--- src/rtl/bcd_cal_pkg.sv ---
`timescale 1ns/1ps
package bcd_cal_pkg;

  typedef struct packed {
    logic [7:0] yr;
    logic [7:0] mon;
    logic [7:0] dow;
    logic [7:0] date;
    logic [4:0] hr;    // binary 0..23
    logic [7:0] mn;
    logic [7:0] sc;
  } cal_t;

  function automatic logic [6:0] bcd2bin(input logic [7:0] b);
    return {3'b000, b[7:4]} * 7'd10 + {3'b000, b[3:0]};
  endfunction

  function automatic logic [7:0] bin2bcd(input logic [6:0] v);
    logic [6:0] t;
    logic [6:0] o;
    t = v / 7'd10;
    o = v % 7'd10;
    return {t[3:0], o[3:0]};
  endfunction

  // BCD increment that wraps from hi back to lo
  function automatic logic [7:0] bcd_step(input logic [7:0] v, input logic [7:0] hi,
                                          input logic [7:0] lo);
    if (v == hi)             return lo;
    else if (v[3:0] == 4'd9) return {v[7:4] + 4'd1, 4'd0};
    else                     return v + 8'd1;
  endfunction

  function automatic logic [7:0] month_end(input logic [7:0] mon, input logic [7:0] yr);
    logic [6:0] y;
    y = bcd2bin(yr);
    case (mon)
      8'h02:                      return (y[1:0] == 2'b00) ? 8'h29 : 8'h28;
      8'h04, 8'h06, 8'h09, 8'h11: return 8'h30;
      default:                    return 8'h31;
    endcase
  endfunction

  function automatic logic [7:0] hr_to_reg(input logic [4:0] h, input logic fmt24);
    logic [4:0] h12;
    logic [7:0] b;
    h12 = (h >= 5'd12) ? h - 5'd12 : h;
    if (h12 == 5'd0) h12 = 5'd12;
    if (fmt24) return bin2bcd({2'b00, h});
    b = bin2bcd({2'b00, h12});
    return {h >= 5'd12, 1'b0, b[5:0]};
  endfunction

  function automatic logic [4:0] hr_from_reg(input logic [7:0] r, input logic fmt24);
    logic [6:0] v;
    v = bcd2bin({2'b00, r[5:0]});
    if (fmt24)            return v[4:0];
    else if (v == 7'd12)  return r[7] ? 5'd12 : 5'd0;
    else                  return r[7] ? v[4:0] + 5'd12 : v[4:0];
  endfunction

endpackage

--- src/rtl/cal_tick_gen.sv ---
`timescale 1ns/1ps
module cal_tick_gen #(
  parameter int SEC_DIV = 32768
) (
  input  logic clk,
  input  logic rst_n,
  input  logic ref_en,
  input  logic run,
  input  logic clr,
  output logic sec_tick
);
  localparam int CW = (SEC_DIV > 2) ? $clog2(SEC_DIV) : 1;
  localparam logic [CW-1:0] LAST = CW'(SEC_DIV - 1);

  logic [CW-1:0] cnt_q, cnt_n;
  logic          tick_q, tick_n;

  always_comb begin
    cnt_n  = cnt_q;
    tick_n = 1'b0;
    if (clr) begin
      cnt_n = '0;
    end else if (ref_en && run) begin
      if (cnt_q == LAST) begin
        cnt_n  = '0;
        tick_n = 1'b1;
      end else begin
        cnt_n = cnt_q + 1'b1;
      end
    end
  end

  always_ff @(posedge clk or negedge rst_n) begin
    if (!rst_n) begin
      cnt_q  <= '0;
      tick_q <= 1'b0;
    end else begin
      cnt_q  <= cnt_n;
      tick_q <= tick_n;
    end
  end

  assign sec_tick = tick_q;
endmodule

--- src/rtl/cal_time_chain.sv ---
`timescale 1ns/1ps
module cal_time_chain
  import bcd_cal_pkg::*;
(
  input  logic clk,
  input  logic rst_n,
  input  logic adv,
  input  logic ld,
  input  cal_t ld_val,
  output cal_t cur
);
  cal_t cur_q, cur_n;
  logic [7:0] last_day;

  always_comb begin
    cur_n    = cur_q;
    last_day = month_end(cur_q.mon, cur_q.yr);
    if (ld) begin
      cur_n = ld_val;
    end else if (adv) begin
      cur_n.sc = bcd_step(cur_q.sc, 8'h59, 8'h00);
      if (cur_q.sc == 8'h59) begin
        cur_n.mn = bcd_step(cur_q.mn, 8'h59, 8'h00);
        if (cur_q.mn == 8'h59) begin
          cur_n.hr = (cur_q.hr == 5'd23) ? 5'd0 : cur_q.hr + 5'd1;
          if (cur_q.hr == 5'd23) begin
            cur_n.dow  = bcd_step(cur_q.dow, 8'h07, 8'h01);
            cur_n.date = bcd_step(cur_q.date, last_day, 8'h01);
            if (cur_q.date == last_day) begin
              cur_n.mon = bcd_step(cur_q.mon, 8'h12, 8'h01);
              if (cur_q.mon == 8'h12) cur_n.yr = bcd_step(cur_q.yr, 8'h99, 8'h00);
            end
          end
        end
      end
    end
  end

  always_ff @(posedge clk or negedge rst_n) begin
    if (!rst_n) begin
      cur_q <= '{yr: 8'h00, mon: 8'h01, dow: 8'h01, date: 8'h01,
                 hr: 5'd0, mn: 8'h00, sc: 8'h00};
    end else begin
      cur_q <= cur_n;
    end
  end

  assign cur = cur_q;


  sec_wrap_chk: assert property (@(posedge clk) disable iff (!rst_n)
    (adv && !ld && cur_q.sc == 8'h59) |=> (cur_q.sc == 8'h00));

  midnight_chk: assert property (@(posedge clk) disable iff (!rst_n)
    (adv && !ld && cur_q.sc == 8'h59 && cur_q.mn == 8'h59 && cur_q.hr == 5'd23)
      |=> (cur_q.hr == 5'd0 && cur_q.date != $past(cur_q.date)));

  idle_hold_chk: assert property (@(posedge clk) disable iff (!rst_n)
    (!adv && !ld) |=> $stable(cur_q));
endmodule

--- src/rtl/cal_user_bank.sv ---
`timescale 1ns/1ps
module cal_user_bank
  import bcd_cal_pkg::*;
(
  input  logic       clk,
  input  logic       rst_n,
  input  logic [3:0] addr,
  input  logic [7:0] wdata,
  input  logic       wr_en,
  output logic [7:0] rdata,
  input  cal_t       live,
  input  logic       refresh,
  output logic       ld,
  output cal_t       ld_val,
  output logic       run,
  output logic       frozen
);
  localparam logic [3:0] A_SEC = 4'h0, A_MIN = 4'h1, A_HR = 4'h2, A_DATE = 4'h3,
                         A_DOW = 4'h4, A_MON = 4'h5, A_YR = 4'h6, A_CTL = 4'hE;

  logic [7:0] sc_q, mn_q, hr_q, dt_q, dw_q, mo_q, yr_q;
  logic [7:0] sc_n, mn_n, hr_n, dt_n, dw_n, mo_n, yr_n;
  logic       frz_q, run_q, h24_q, dirty_q;
  logic       frz_n, run_n, h24_n, dirty_n;
  logic       wr_time, wr_ctl, release_w;

  assign wr_time   = wr_en && frz_q && (addr <= A_YR);
  assign wr_ctl    = wr_en && (addr == A_CTL);
  assign release_w = wr_ctl && frz_q && !wdata[3];
  assign ld        = release_w && dirty_q;

  always_comb begin
    {sc_n, mn_n, hr_n, dt_n, dw_n, mo_n, yr_n} = {sc_q, mn_q, hr_q, dt_q, dw_q, mo_q, yr_q};
    {frz_n, run_n, h24_n} = {frz_q, run_q, h24_q};
    dirty_n = dirty_q;
    if (refresh && !frz_q) begin
      sc_n = live.sc;   mn_n = live.mn;   hr_n = hr_to_reg(live.hr, h24_q);
      dt_n = live.date; dw_n = live.dow;  mo_n = live.mon; yr_n = live.yr;
    end
    if (wr_time) begin
      dirty_n = 1'b1;
      case (addr)
        A_SEC:   sc_n = wdata & 8'h7F;
        A_MIN:   mn_n = wdata & 8'h7F;
        A_HR:    hr_n = wdata & 8'hBF;
        A_DATE:  dt_n = wdata & 8'h3F;
        A_DOW:   dw_n = wdata & 8'h07;
        A_MON:   mo_n = wdata & 8'h1F;
        default: yr_n = wdata;
      endcase
    end
    if (wr_ctl) begin
      frz_n = wdata[3];
      run_n = wdata[2];
      h24_n = wdata[1];
    end
    if (release_w) dirty_n = 1'b0;
  end

  always_ff @(posedge clk or negedge rst_n) begin
    if (!rst_n) begin
      {sc_q, mn_q, hr_q} <= '0;
      dt_q    <= 8'h01;
      dw_q    <= 8'h01;
      mo_q    <= 8'h01;
      yr_q    <= 8'h00;
      frz_q   <= 1'b0;
      run_q   <= 1'b1;
      h24_q   <= 1'b1;
      dirty_q <= 1'b0;
    end else begin
      {sc_q, mn_q, hr_q, dt_q, dw_q, mo_q, yr_q} <= {sc_n, mn_n, hr_n, dt_n, dw_n, mo_n, yr_n};
      {frz_q, run_q, h24_q} <= {frz_n, run_n, h24_n};
      dirty_q <= dirty_n;
    end
  end

  assign ld_val = '{yr: yr_q, mon: mo_q, dow: dw_q, date: dt_q,
                    hr: hr_from_reg(hr_q, wdata[1]), mn: mn_q, sc: sc_q};
  assign run    = run_q;
  assign frozen = frz_q;

  always_comb begin
    case (addr)
      A_SEC:   rdata = sc_q;
      A_MIN:   rdata = mn_q;
      A_HR:    rdata = hr_q;
      A_DATE:  rdata = dt_q;
      A_DOW:   rdata = dw_q;
      A_MON:   rdata = mo_q;
      A_YR:    rdata = yr_q;
      A_CTL:   rdata = {4'b0000, frz_q, run_q, h24_q, 1'b0};
      default: rdata = 8'h00;
    endcase
  end


  frozen_hold_chk: assert property (@(posedge clk) disable iff (!rst_n)
    (frz_q && !wr_time) |=> $stable({sc_q, mn_q, hr_q, dt_q, dw_q, mo_q, yr_q}));

  ctl_unused_chk: assert property (@(posedge clk) disable iff (!rst_n)
    (addr == A_CTL) |-> (rdata[7:4] == 4'b0000 && !rdata[0]));

  load_dirty_chk: assert property (@(posedge clk) disable iff (!rst_n)
    ld |-> (frz_q && dirty_q));
endmodule

--- src/rtl/bcd_cal_clock.sv ---
`timescale 1ns/1ps
module bcd_cal_clock
  import bcd_cal_pkg::*;
#(
  parameter int SEC_DIV = 32768
) (
  input  logic       clk,
  input  logic       rst_n,
  input  logic       ref_en,
  input  logic       backup,
  input  logic [3:0] addr,
  input  logic [7:0] wdata,
  input  logic       wr_en,
  output logic [7:0] rdata
);
  cal_t live, ld_val;
  logic ld, run_bit, frozen, sec_tick, running, adv, refresh_q;

  assign running = !(backup && !run_bit);
  assign adv     = sec_tick && running;

  cal_tick_gen #(.SEC_DIV(SEC_DIV)) tick_i (
    .clk(clk), .rst_n(rst_n), .ref_en(ref_en), .run(running), .clr(ld), .sec_tick(sec_tick)
  );

  cal_time_chain chain_i (
    .clk(clk), .rst_n(rst_n), .adv(adv), .ld(ld), .ld_val(ld_val), .cur(live)
  );

  always_ff @(posedge clk or negedge rst_n) begin
    if (!rst_n) refresh_q <= 1'b0;
    else        refresh_q <= adv && !ld;
  end

  cal_user_bank bank_i (
    .clk(clk), .rst_n(rst_n), .addr(addr), .wdata(wdata), .wr_en(wr_en), .rdata(rdata),
    .live(live), .refresh(refresh_q), .ld(ld), .ld_val(ld_val), .run(run_bit),
    .frozen(frozen)
  );


  halt_chk: assert property (@(posedge clk) disable iff (!rst_n)
    (backup && !run_bit && !ld && !frozen) |=> !refresh_q);
endmodule

--- config.mk ---
export PLATFORM = sky130hd
export DESIGN_NAME = bcd_cal_clock
export DESIGN_NICKNAME = d
export VERILOG_FILES = /design/src/rtl/bcd_cal_pkg.sv /design/src/rtl/cal_tick_gen.sv /design/src/rtl/cal_time_chain.sv /design/src/rtl/cal_user_bank.sv /design/src/rtl/bcd_cal_clock.sv
export SDC_FILE = /design/constraint.sdc
export NUM_CORES = 1
export LEC_CHECK = 0
export CAP_MARGIN = 5
export CORE_ASPECT_RATIO = 0.75
export CORE_MARGIN = 2
export CORE_UTILIZATION = 45
export DETAILED_ROUTE_END_ITERATION = 10
export PLACE_DENSITY_LB_ADDON = 0.05
export SETUP_SLACK_MARGIN = 0.2
export SLEW_MARGIN = 20
export SYNTH_ARGS = -nofsm -noshare
export SYNTH_HDL_FRONTEND = slang
export SYNTH_SLANG_ARGS = --single-unit
--- constraint.sdc ---
create_clock -name clk -period 5.5 [get_ports clk]
set_input_delay 1.1 -clock clk [delete_from_list [all_inputs] [get_ports clk]]
set_output_delay 1.1 -clock clk [all_outputs]
set_load 0.01 [all_outputs]
==> results.md, run 1 <==
- Routed vias: 7770
- Top-level port count: 25
- Synth Net Count: 1106
- Post-synth EDFFs: 0
- Residual DRC: 0
- IO buf count: 24
- Final hold violation count: 0
- Top Metal Used: met4
- Pre-CTS setup slack: 0.8752 ns
- Synth warn: 0
- Pre-antenna DRT Iters: 5
- Sw Ratio: 0.3505
- Top cell type by total area after synthesis: dfrtp_1
- Critical R2R Launch: chain_i.cur[18]
- Worst EP arrival: 3.57 ns
- CP max-delay cell: clkdlybuf4s50_1
- Max frequency: 214.2 MHz
- HP Class: flop to flop
- PwrDens: 350.9 nW/µm²
- Area of the multi-input gates: 5085 µm²
- Syn Area/Cell: 8.324 µm²
- GRT overflow: 0
- Reg2reg path depth: 14
- Total net switching power: 1.198 mW
- Iter 0 DRT Violations: 931
- Crit path max fanout: 17
- Internal cell power: 2.219 mW
- Share of layout cells above drive strength 1: 0.07014
- Seq/Total Area, Yosys: 0.3737
- Yosys reg bits: 130
- Placer Congestion: 0.9109
- Hold path startpoint: bank_i.dw_q[0]
- Nets: 1099
- CTS tree: done
- Via density: 5.940
- Total power draw: 3.417 mW
- CTS Sinks: 130
- Hold WS: 0.5045 ns
- Reg-to-reg critical path endpoint: bank_i.hr_q[2]
- Logic pwr share: 0.245
- Peak VDD IR: 0.1657 mV
- Post-DP HPWL: 18560 µm
- Buffer and inverter count on the worst path: 2
- Deepest clock path buffer count: 2
- Row count: 44
- Tot GR Track Use: 0.2611
- DRT antenna net count: 0
- Post-CTS setup repair buffer count: 0
- Sequential power share: 0.422
- Top FF cell, synth: dfrtp_1
- M1 WL: 13220 µm
- Synth top area share: 0.3496
- Async set-reset flop share out of synthesis: 1.000
- Inst Count DP: 1276
- Wire length on met2: 10370 µm
- Vias in the first global route: 7019
- Ant diodes: 0
- Die Area: 20550 µm²
- Final WS setup: 0.8325 ns
- Fill cells: 1805
- Core area: 19210 µm²
- CP Launch Type: input pin
- Die Span X: 164.9 µm
- H-tree depth: 4
- Critical path required time: 4.40 ns
- Ranking of synthesized cells by area: dfrtp_1, nand2_1, mux2i_1
- Max-slew violations: 0
- Initial antenna violation count: 0
- Max incr delay on CP: 0.87 ns
- Layout area overhead: 11.49%
- Setup CP Type: input pin to primary output
- RSZ-0062 raised after global routing: no
- TritonCTS Buffers: 17
- Leak: 3.966 nW
- Met3 WL: 1740 µm
- Period utilisation layout: 0.8486
- First-pass GRT wire length: 41110 µm
- CTS Hold Bufs: 0
- CP top delay family: buffers and inverters
- Final number of setup-violating endpoints: 0
- Flop-to-flop setup slack: 1.63 ns
- Syn Inst Count: 1049
- Distinct cells, synth: 77
- Non-Filler Instances: 1308
- Clock latency on the worst-skew pair: 0.43 ns
- Total Wirelength: 25620 µm
- Worst-case headroom to the max-slew limit: 0.3869
- Final setup skew: 0.01357 ns
- Hold Path End: chain_i.cur[29]
- CP Cell Sequence: clkdlybuf4s50_1 -> nand2_1 -> nor3_1 -> nand2_1 -> o211ai_1 -> clkdlybuf4s50_1
- Status: completed
- Wirelength per Cell: 19.59 µm
- Worst-path clk slew: 0.06 ns
- Die height: 124.6 µm
- Largest net degree at the start of global routing: 95
- Post-Synthesis Cell Area: 8732 µm²
- Max Cap Violations: 0
- Clock Power Share: 0.333
- CP Capture Type: primary output
- Post-CTS sizing: 0
- Initial Utilization: 0.4545
- Hold path cells: 2
- Tmin final: 4.667 ns
- Sequential cell area: 3263 µm²
- Actual slew at the worst max-slew pin: 0.9169 ns
- Post-route setup TNS: 0 ns
- Root Driver: clkbuf_16
## tightest hold or removal path, cell delays in order (launching register included)
cell and delay, ns:
dfstp_2 0.38, nand2_1 0.05, o21ai_0 0.07
## worst max-delay path by stage
stage	from	endpoint	slack, ns	depth (start not counted)
final	addr[2]	rdata[6]	0.83	6
after global routing	addr[2]	rdata[3]	0.62	6
after CTS	addr[2]	rdata[6]	0.86	6
after detailed placement	addr[1]	rdata[1]	0.88	6
after global placement	addr[1]	rdata[1]	0.89	6
after floorplan	addr[2]	rdata[7]	1.96	4
## synth_stat cells (6+ instances only)
cell type	instances
a211oi_1	7
a21oi_1	72
a31oi_1	22
and2_1	7
and3_1	17
and4_1	6
buf_1	6
buf_2	11
clkbuf_1	45
dfrtp_1	122
dfstp_2	8
ha_1	39
inv_1	36
mux2_2	8
mux2i_1	52
nand2_1	156
nand2b_1	11
nand3_1	32
nand4_1	10
nor2_1	90
nor2b_1	10
nor3_1	28
o211ai_1	6
o21ai_0	102
o311ai_0	6
xnor2_1	8
xor2_1	16
## logic make-up (layout without fill, tap and decap cells)
logic type,after synthesis,in the layout,synth area share
mux,62,62,0.07508
simple gates,406,406,0.2201
xor+xnor,24,24,0.02407
fa+ha+maj,41,41,0.05932
buf+inv,100,106,0.04556
compound gates,286,286,0.2022
flops,130,130,0.3737
## flip-flops by register name, summed over array words and instances, names as in the netlist, 8 cells and up
| register | flops |
|---|---|
| bank_i.sc_q | 8 |
| bank_i.mn_q | 8 |
| bank_i.hr_q | 8 |
| bank_i.yr_q | 8 |
| chain_i.cur | 53 |
| bank_i.dw_q | 8 |
| bank_i.dt_q | 8 |
| tick_i.cnt_q | 15 |
| bank_i.mo_q | 8 |
## power by group through the flow
| stage | clock [mW] | combinational (mW) | sequential, mW |
|---|---|---|---|
| 3_5_place_dp | 0 | 0.831 | 1.45 |
| 4_1_cts | 1.15 | 0.835 | 1.43 |
| 3_3_place_gp | 0 | 0.825 | 1.45 |
| 2_1_floorplan | 0 | 0.685 | 1.29 |
| 6_report | 1.14 | 0.837 | 1.44 |
| 5_1_grt | 1.19 | 0.953 | 1.48 |
## area by class of cell
cell class                      count  area share
Sequential cell                   130      0.3352
Clock inverter                     12     0.01362
Multi-Input combinational cell    819      0.5223
Timing Repair Buffer               38     0.03560
Clock buffer                       20     0.04691
Tap cell                          253     0.03252
Inverter                           36     0.01388
## per-layer routing
layer | vias up | track usage
met5 | - | 0
met4 | 0 | 0.06650
met3 | 20 | 0.05428
met2 | 245 | 0.3475
met1 | 3745 | 0.4216
li1 | 3760 | -
## metrics by stage
| stage | cell area [µm²] | util |
|---|---|---|
| detailed placement | 9146 | 0.4760 |
| global placement | 9146 | 0.4760 |
| floorplan | 8732 | - |
| CTS | 9736 | 0.5067 |
| finish | 9736 | 0.5067 |
| global route | 9736 | 0.5067 |
## cells in the final DEF (no fill, tap or decap), types with 5 or more instances in the layout
master and instances:
a21oi_1 72, o21a_1 5, mux2_2 8, mux2i_1 52, and3_1 16, nor2b_1 9
a211oi_1 7, and4_1 6, a22o_1 5, nor3_1 28, nand4_1 10, dfrtp_1 122
o311ai_0 6, inv_1 36, clkdlybuf4s50_1 23, nand2_1 156, nand3_1 31, clkbuf_16 17
a22oi_1 5, xnor2_1 8, a21o_1 5, o21ai_0 102, or3_1 5, buf_4 14
nor3b_1 5, a31oi_1 22, o211ai_1 6, and2_1 7, ha_1 39, xor2_1 16
nor2_1 90, nand2b_1 11, dfstp_2 8
No activity file was read; power rests on OpenSTA's default activity.
==> run 2: changes to the inputs <==
- clock period: 5.5 -> 3.8 ns (I/O delays scaled with it)
==> results.md, run 2 (synthesis gave the netlist of run 1 again) <==
- CP Launch Type: input pin
- Clock latency on the worst-skew pair: 0.43 ns (about the same)
- Critical R2R Launch: chain_i.cur[19]
- Reg2reg path depth: 14 (unchanged)
- TritonCTS Buffers: 17 (unchanged)
- Status: completed
- Worst-path clk slew: 0.06 ns (about the same)
- Critical path required time: 3.04 ns (-1.36 ns)
- Tmin final: 3.492 ns
- Nets: 1119 (+1.8%)
- Setup CP Type: input pin to primary output
- CTS Hold Bufs: 0 (unchanged)
- Layout area overhead: 14.29%
- CP Capture Type: primary output
- Final number of setup-violating endpoints: 0 (unchanged)
- Total Wirelength: 26210 µm (+2.3%)
- CP Cell Sequence: clkdlybuf4s50_1 -> buf_6 -> and2_1 -> a22o_1 -> a222oi_1 -> nand2_1 -> clkdlybuf4s50_1
- Initial antenna violation count: 0 (unchanged)
- Top-level port count: 25 (unchanged)
- Die Area: 20550 µm² (unchanged)
- Ant diodes: 0 (unchanged)
- Crit path max fanout: 16 (-1)
- Final hold violation count: 0 (unchanged)
- Cell mode on critical path: clkdlybuf4s50_1
- CTS tree: done
- First-pass GRT wire length: 41990 µm (+2.1%)
- Final setup skew: 0.009022 ns (-0.004548 ns)
- HP Class: input pin to async pin
- Max Cap Violations: 0 (unchanged)
- Deepest clock path buffer count: 2 (unchanged)
- Max incr delay on CP: 0.50 ns (-0.37 ns)
- Placer Congestion: 0.9007 (-1.1%)
- Most frequent cells in the layout: nand2_1, dfrtp_1, o21ai_0, nor2_1, a21oi_1
- Post-DP HPWL: 18980 µm (+2.3%)
- Total power draw: 5.079 mW (+49%)
- DRT antenna net count: 0 (unchanged)
- Actual slew at the worst max-slew pin: 0.8847 ns (-0.03226 ns)
- CP max-delay cell: clkdlybuf4s50_1
- Core area: 19210 µm² (unchanged)
- RSZ-0062 raised after global routing: no
- Pre-antenna DRT Iters: 7 (+2)
- Leak: 4.095 nW (+3.3%)
- Via density: 5.934 (about the same)
- Max frequency: 286.4 MHz
- Row count: 44 (unchanged)
- Residual DRC: 0 (unchanged)
- Die height: 124.6 µm (unchanged)
- Hold WS: 0.3400 ns (-0.1646 ns)
- Vias in the first global route: 7175 (+2.2%)
- Post-route setup TNS: 0 ns (unchanged)
- Tot GR Track Use: 0.2666 (+0.005470)
- Max reg flops: 53 (unchanged)
- H-tree depth: 4 (unchanged)
- CTS Sinks: 130 (unchanged)
- Worst EP arrival: 2.73 ns (-0.84 ns)
- Initial Utilization: 0.4545 (unchanged)
- Peak VDD IR: 0.2782 mV (+68%)
- Reg-to-reg critical path endpoint: bank_i.hr_q[2]
- Routed vias: 7881 (+1.4%)
- Period utilisation layout: 0.9188
- Root Driver: clkbuf_16
- Buffer and inverter count on the worst path: 3 (+1)
- PwrDens: 509.0 nW/µm² (+45%)
- Wirelength per Cell: 19.74 µm (+0.78%)
- Inst Count DP: 1295 (+1.5%)
- Largest net degree at the start of global routing: 77 (-19%)
- GRT overflow: 0 (unchanged)
- Flop-to-flop setup slack: 0.46 ns (-1.17 ns)
- IO buf count: 24 (unchanged)
- Non-Filler Instances: 1328 (+1.5%)
- Commonest non-fill, non-tap cell in the layout: nand2_1
- CP top delay family: buffers and inverters
- Max-slew violations: 0 (unchanged)
- Worst-case headroom to the max-slew limit: 0.4085 (+0.02157)
- Share of layout cells above drive strength 1: 0.09395 (+0.02381)
- Iter 0 DRT Violations: 896 (-3.8%)
- Die Span X: 164.9 µm (unchanged)
==> run 2: cell count changes in the layout (fill, tap and decap cells not counted), sizes merged <==
cell | before | now
bufinv | 2 | 3
clkinv | 6 | 3
clkdlybuf4s50 | 23 | 22
clkinvlp | 3 | 2
clkbuf | 20 | 23
buf | 15 | 35
dlygate4sd2 | 0 | 1
==> run 2: stage by stage <==
step,util,setup WS (ns),area (µm²)
after floorplan,-,0.5356,8732
after global placement,0.4854,0.1935,9326
after detailed placement,0.4854,0.1607,9326
after CTS,0.5171,0.2552,9936
after global routing,0.5194,0.2083,9980
final,0.5194,0.3084,9980
==> run 2: cell type report <==
class | count | area (µm²)
clock buffers | 23 | 478.0
clock inverters | 9 | 128.9
fillers | 1823 | 9234
inverters | 36 | 135.1
multi-input cells | 819 | 5119
flip-flops and latches | 130 | 3266
well taps | 253 | 316.6
repair buffers | 58 | 536.8
==> run 2: per-layer routing <==
layer  vias to the layer above  wire length, µm  track usage  share of wire
met1                      3807            13460       0.4278           0.51
met5                         -                0            0              0
met3                        29             1637      0.05594          0.062
met2                       233            10830       0.3623           0.41
li1                       3812                -            -              -
met4                         0              280      0.05882          0.011
==> run 2: how the worst max path moves through the flow <==
stage | to | cells after the start | start
finish | rdata[5] | 7 | addr[2]
global route | rdata[1] | 7 | addr[3]
CTS | rdata[2] | 8 | addr[3]
detailed placement | rdata[7] | 5 | addr[2]
global placement | rdata[7] | 5 | addr[2]
floorplan | bank_i.hr_q[2] | 15 | chain_i.cur[18]
==> run 2: repair_timing <==
| action | in CTS | in global routing |
|---|---|---|
| setup buffers | 0 | 1 |
| gates resized for setup | 2 | 10 |
| endpoints found under the setup margin | 1 | 10 |
| pin swaps | 0 | 1 |
==> run 2: where the power goes <==
| part | internal, mW | switching [mW] |
|---|---|---|
| clock network | 1.08 | 0.638 |
| logic | 0.595 | 0.682 |
| registers | 1.65 | 0.431 |
==> run 3: changes to the inputs <==
- CTS_CLUSTER_SIZE: unset -> 12
- PLACE_DENSITY: unset -> 0.69
- PLACE_DENSITY_LB_ADDON: 0.05 -> unset
==> results.md, run 3 (synthesis gave the netlist of run 1 again) <==
- Placer Congestion: 0.9201 (+2.2%)
- Critical R2R Launch: chain_i.cur[18]
- Max Cap Violations: 0 (unchanged)
- PwrDens: 495.8 nW/µm² (-2.6%)
- Pre-antenna DRT Iters: 7 (unchanged)
- Total power draw: 4.918 mW (-3.2%)
- Max-slew violations: 0 (unchanged)
- Flop-to-flop setup slack: 0.44 ns (-0.02 ns)
- Actual slew at the worst max-slew pin: 0.8615 ns (-0.02317 ns)
- TritonCTS Buffers: 17 (unchanged)
- Share of layout cells above drive strength 1: 0.09150 (-0.002450)
- Post-DP HPWL: 17500 µm (-7.8%)
- Peak VDD IR: 0.3159 mV (+14%)
- Worst-case headroom to the max-slew limit: 0.4245 (+0.01597)
- Layout area overhead: 13.60%
- Tmin final: 3.524 ns (+0.03238 ns)
- Total Wirelength: 24540 µm (-6.4%)
- Critical path required time: 3.04 ns (about the same)
- Ant diodes: 0 (unchanged)
- Commonest non-fill, non-tap cell in the layout: nand2_1
- CP Launch Type: input pin
- Tot GR Track Use: 0.2490 (-0.01757)
- Largest net degree at the start of global routing: 81 (+5.2%)
- Setup CP Type: input pin to primary output
- Post-route setup TNS: 0 ns (unchanged)
- Row count: 44 (unchanged)
- HP Class: input pin to async pin
- H-tree depth: 4 (unchanged)
- First-pass GRT wire length: 40070 µm (-4.6%)
- Period utilisation layout: 0.9274 (+0.008521)
- Placed Area: 9309 µm² (-0.19%)
- Worst EP arrival: 2.76 ns (+0.03 ns)
- Pre-CTS setup slack: 0.1832 ns (+0.02255 ns)
- Clock latency on the worst-skew pair: 0.43 ns (about the same)
- Initial Utilization: 0.4545 (unchanged)
- RSZ-0062 raised after global routing: yes
- Fill cells: 1744 (-4.3%)
- Die Span X: 164.9 µm (unchanged)
- CP Capture Type: primary output
- Die Area: 20550 µm² (unchanged)
- Residual DRC: 0 (unchanged)
- Final number of setup-violating endpoints: 0 (unchanged)
- Sequential cell area: 3266 µm² (unchanged)
- Most frequent cells in the layout: nand2_1, dfrtp_1, o21ai_0, nor2_1, a21oi_1
- Deepest clock path buffer count: 2 (unchanged)
- Area of the multi-input gates: 5107 µm² (-0.22%)
- GRT overflow: 0 (unchanged)
- CTS Hold Bufs: 0 (unchanged)
- Root Driver: clkbuf_16
- Status: completed
- CTS Sinks: 130 (unchanged)
- Routed vias: 7888 (+0.089%)
- Final WS setup: 0.2760 ns (-0.03238 ns)
- Iter 0 DRT Violations: 963 (+7.5%)
- Nets: 1115 (-0.36%)
- Via density: 5.958 (+0.39%)
- Final Instance Area: 9920 µm² (-0.60%)
- Initial antenna violation count: 2 (+2)
- Worst-path clk slew: 0.06 ns (about the same)
- Top-level port count: 25 (unchanged)
- Max reg flops: 53 (unchanged)
- CTS tree: done
- Leak: 4.089 nW (-0.16%)
- Core area: 19210 µm² (unchanged)
- Max frequency: 283.8 MHz (-0.92%)
- Crit path max fanout: 21 (+5)
- Wirelength per Cell: 18.53 µm (-6.1%)
- DRT antenna net count: 0 (unchanged)
- Die height: 124.6 µm (unchanged)
- Final hold violation count: 0 (unchanged)
- Vias in the first global route: 7294 (+1.7%)
- CP startpoint: addr[1]
- Final setup skew: 0.01405 ns (+0.005025 ns)
- IO buf count: 24 (unchanged)
## run 3: routing by layer
metal,share of wire,global-route usage
met5,0.00045,0
met1,0.48,0.3821
met3,0.072,0.04862
met2,0.44,0.3623
met4,0.0095,0.05269
## run 3: power by group
group	total, mW	leakage (nW)	switching [mW]	internal [mW]
logic	1.26	2.30	0.673	0.591
clock network	1.61	0.269	0.693	0.915
registers	2.05	1.52	0.396	1.65
## run 3: final cells by class
cell class	instances	area share
Clock inverter	15	0.01476
Inverter	36	0.01362
Sequential cell	130	0.3292
Clock buffer	17	0.04289
Multi-Input combinational cell	819	0.5149
Tap cell	253	0.03191
Timing Repair Buffer	54	0.05272
## run 3: per-stage QoR
step / utilization / instances / hold slack, ns
after floorplan: - / 1049 / 0.4626
after global placement: 0.4845 / 1291 / 0.4962
after detailed placement: 0.4845 / 1291 / 0.5031
after CTS: 0.5142 / 1323 / 0.3977
after global routing: 0.5163 / 1324 / 0.4237
final: 0.5163 / 1324 / 0.3588
## run 3: worst max-delay path, cell delays in order
cell	delay, ns
clkdlybuf4s50_1	0.51
buf_12	0.17
and2_2	0.21
a22oi_1	0.11
o22ai_1	0.23
a21oi_1	0.07
nand2_1	0.13
clkdlybuf4s50_1	0.55
## run 3: worst paths after layout
kind                              endpoint  depth (start not counted)
max in group asynchronous  chain_i.cur[21]                          2
max reg2reg                 bank_i.hr_q[3]                         14
min                        chain_i.cur[31]                          1
max                               rdata[3]                          8
min in group clk           chain_i.cur[37]                          2
min reg2reg                chain_i.cur[37]                          2
## run 3: repair_timing
action	in CTS	in global routing
setup buffers	0	1
pin swaps	0	3
setup endpoints to repair	2	10
resized for setup	1	11
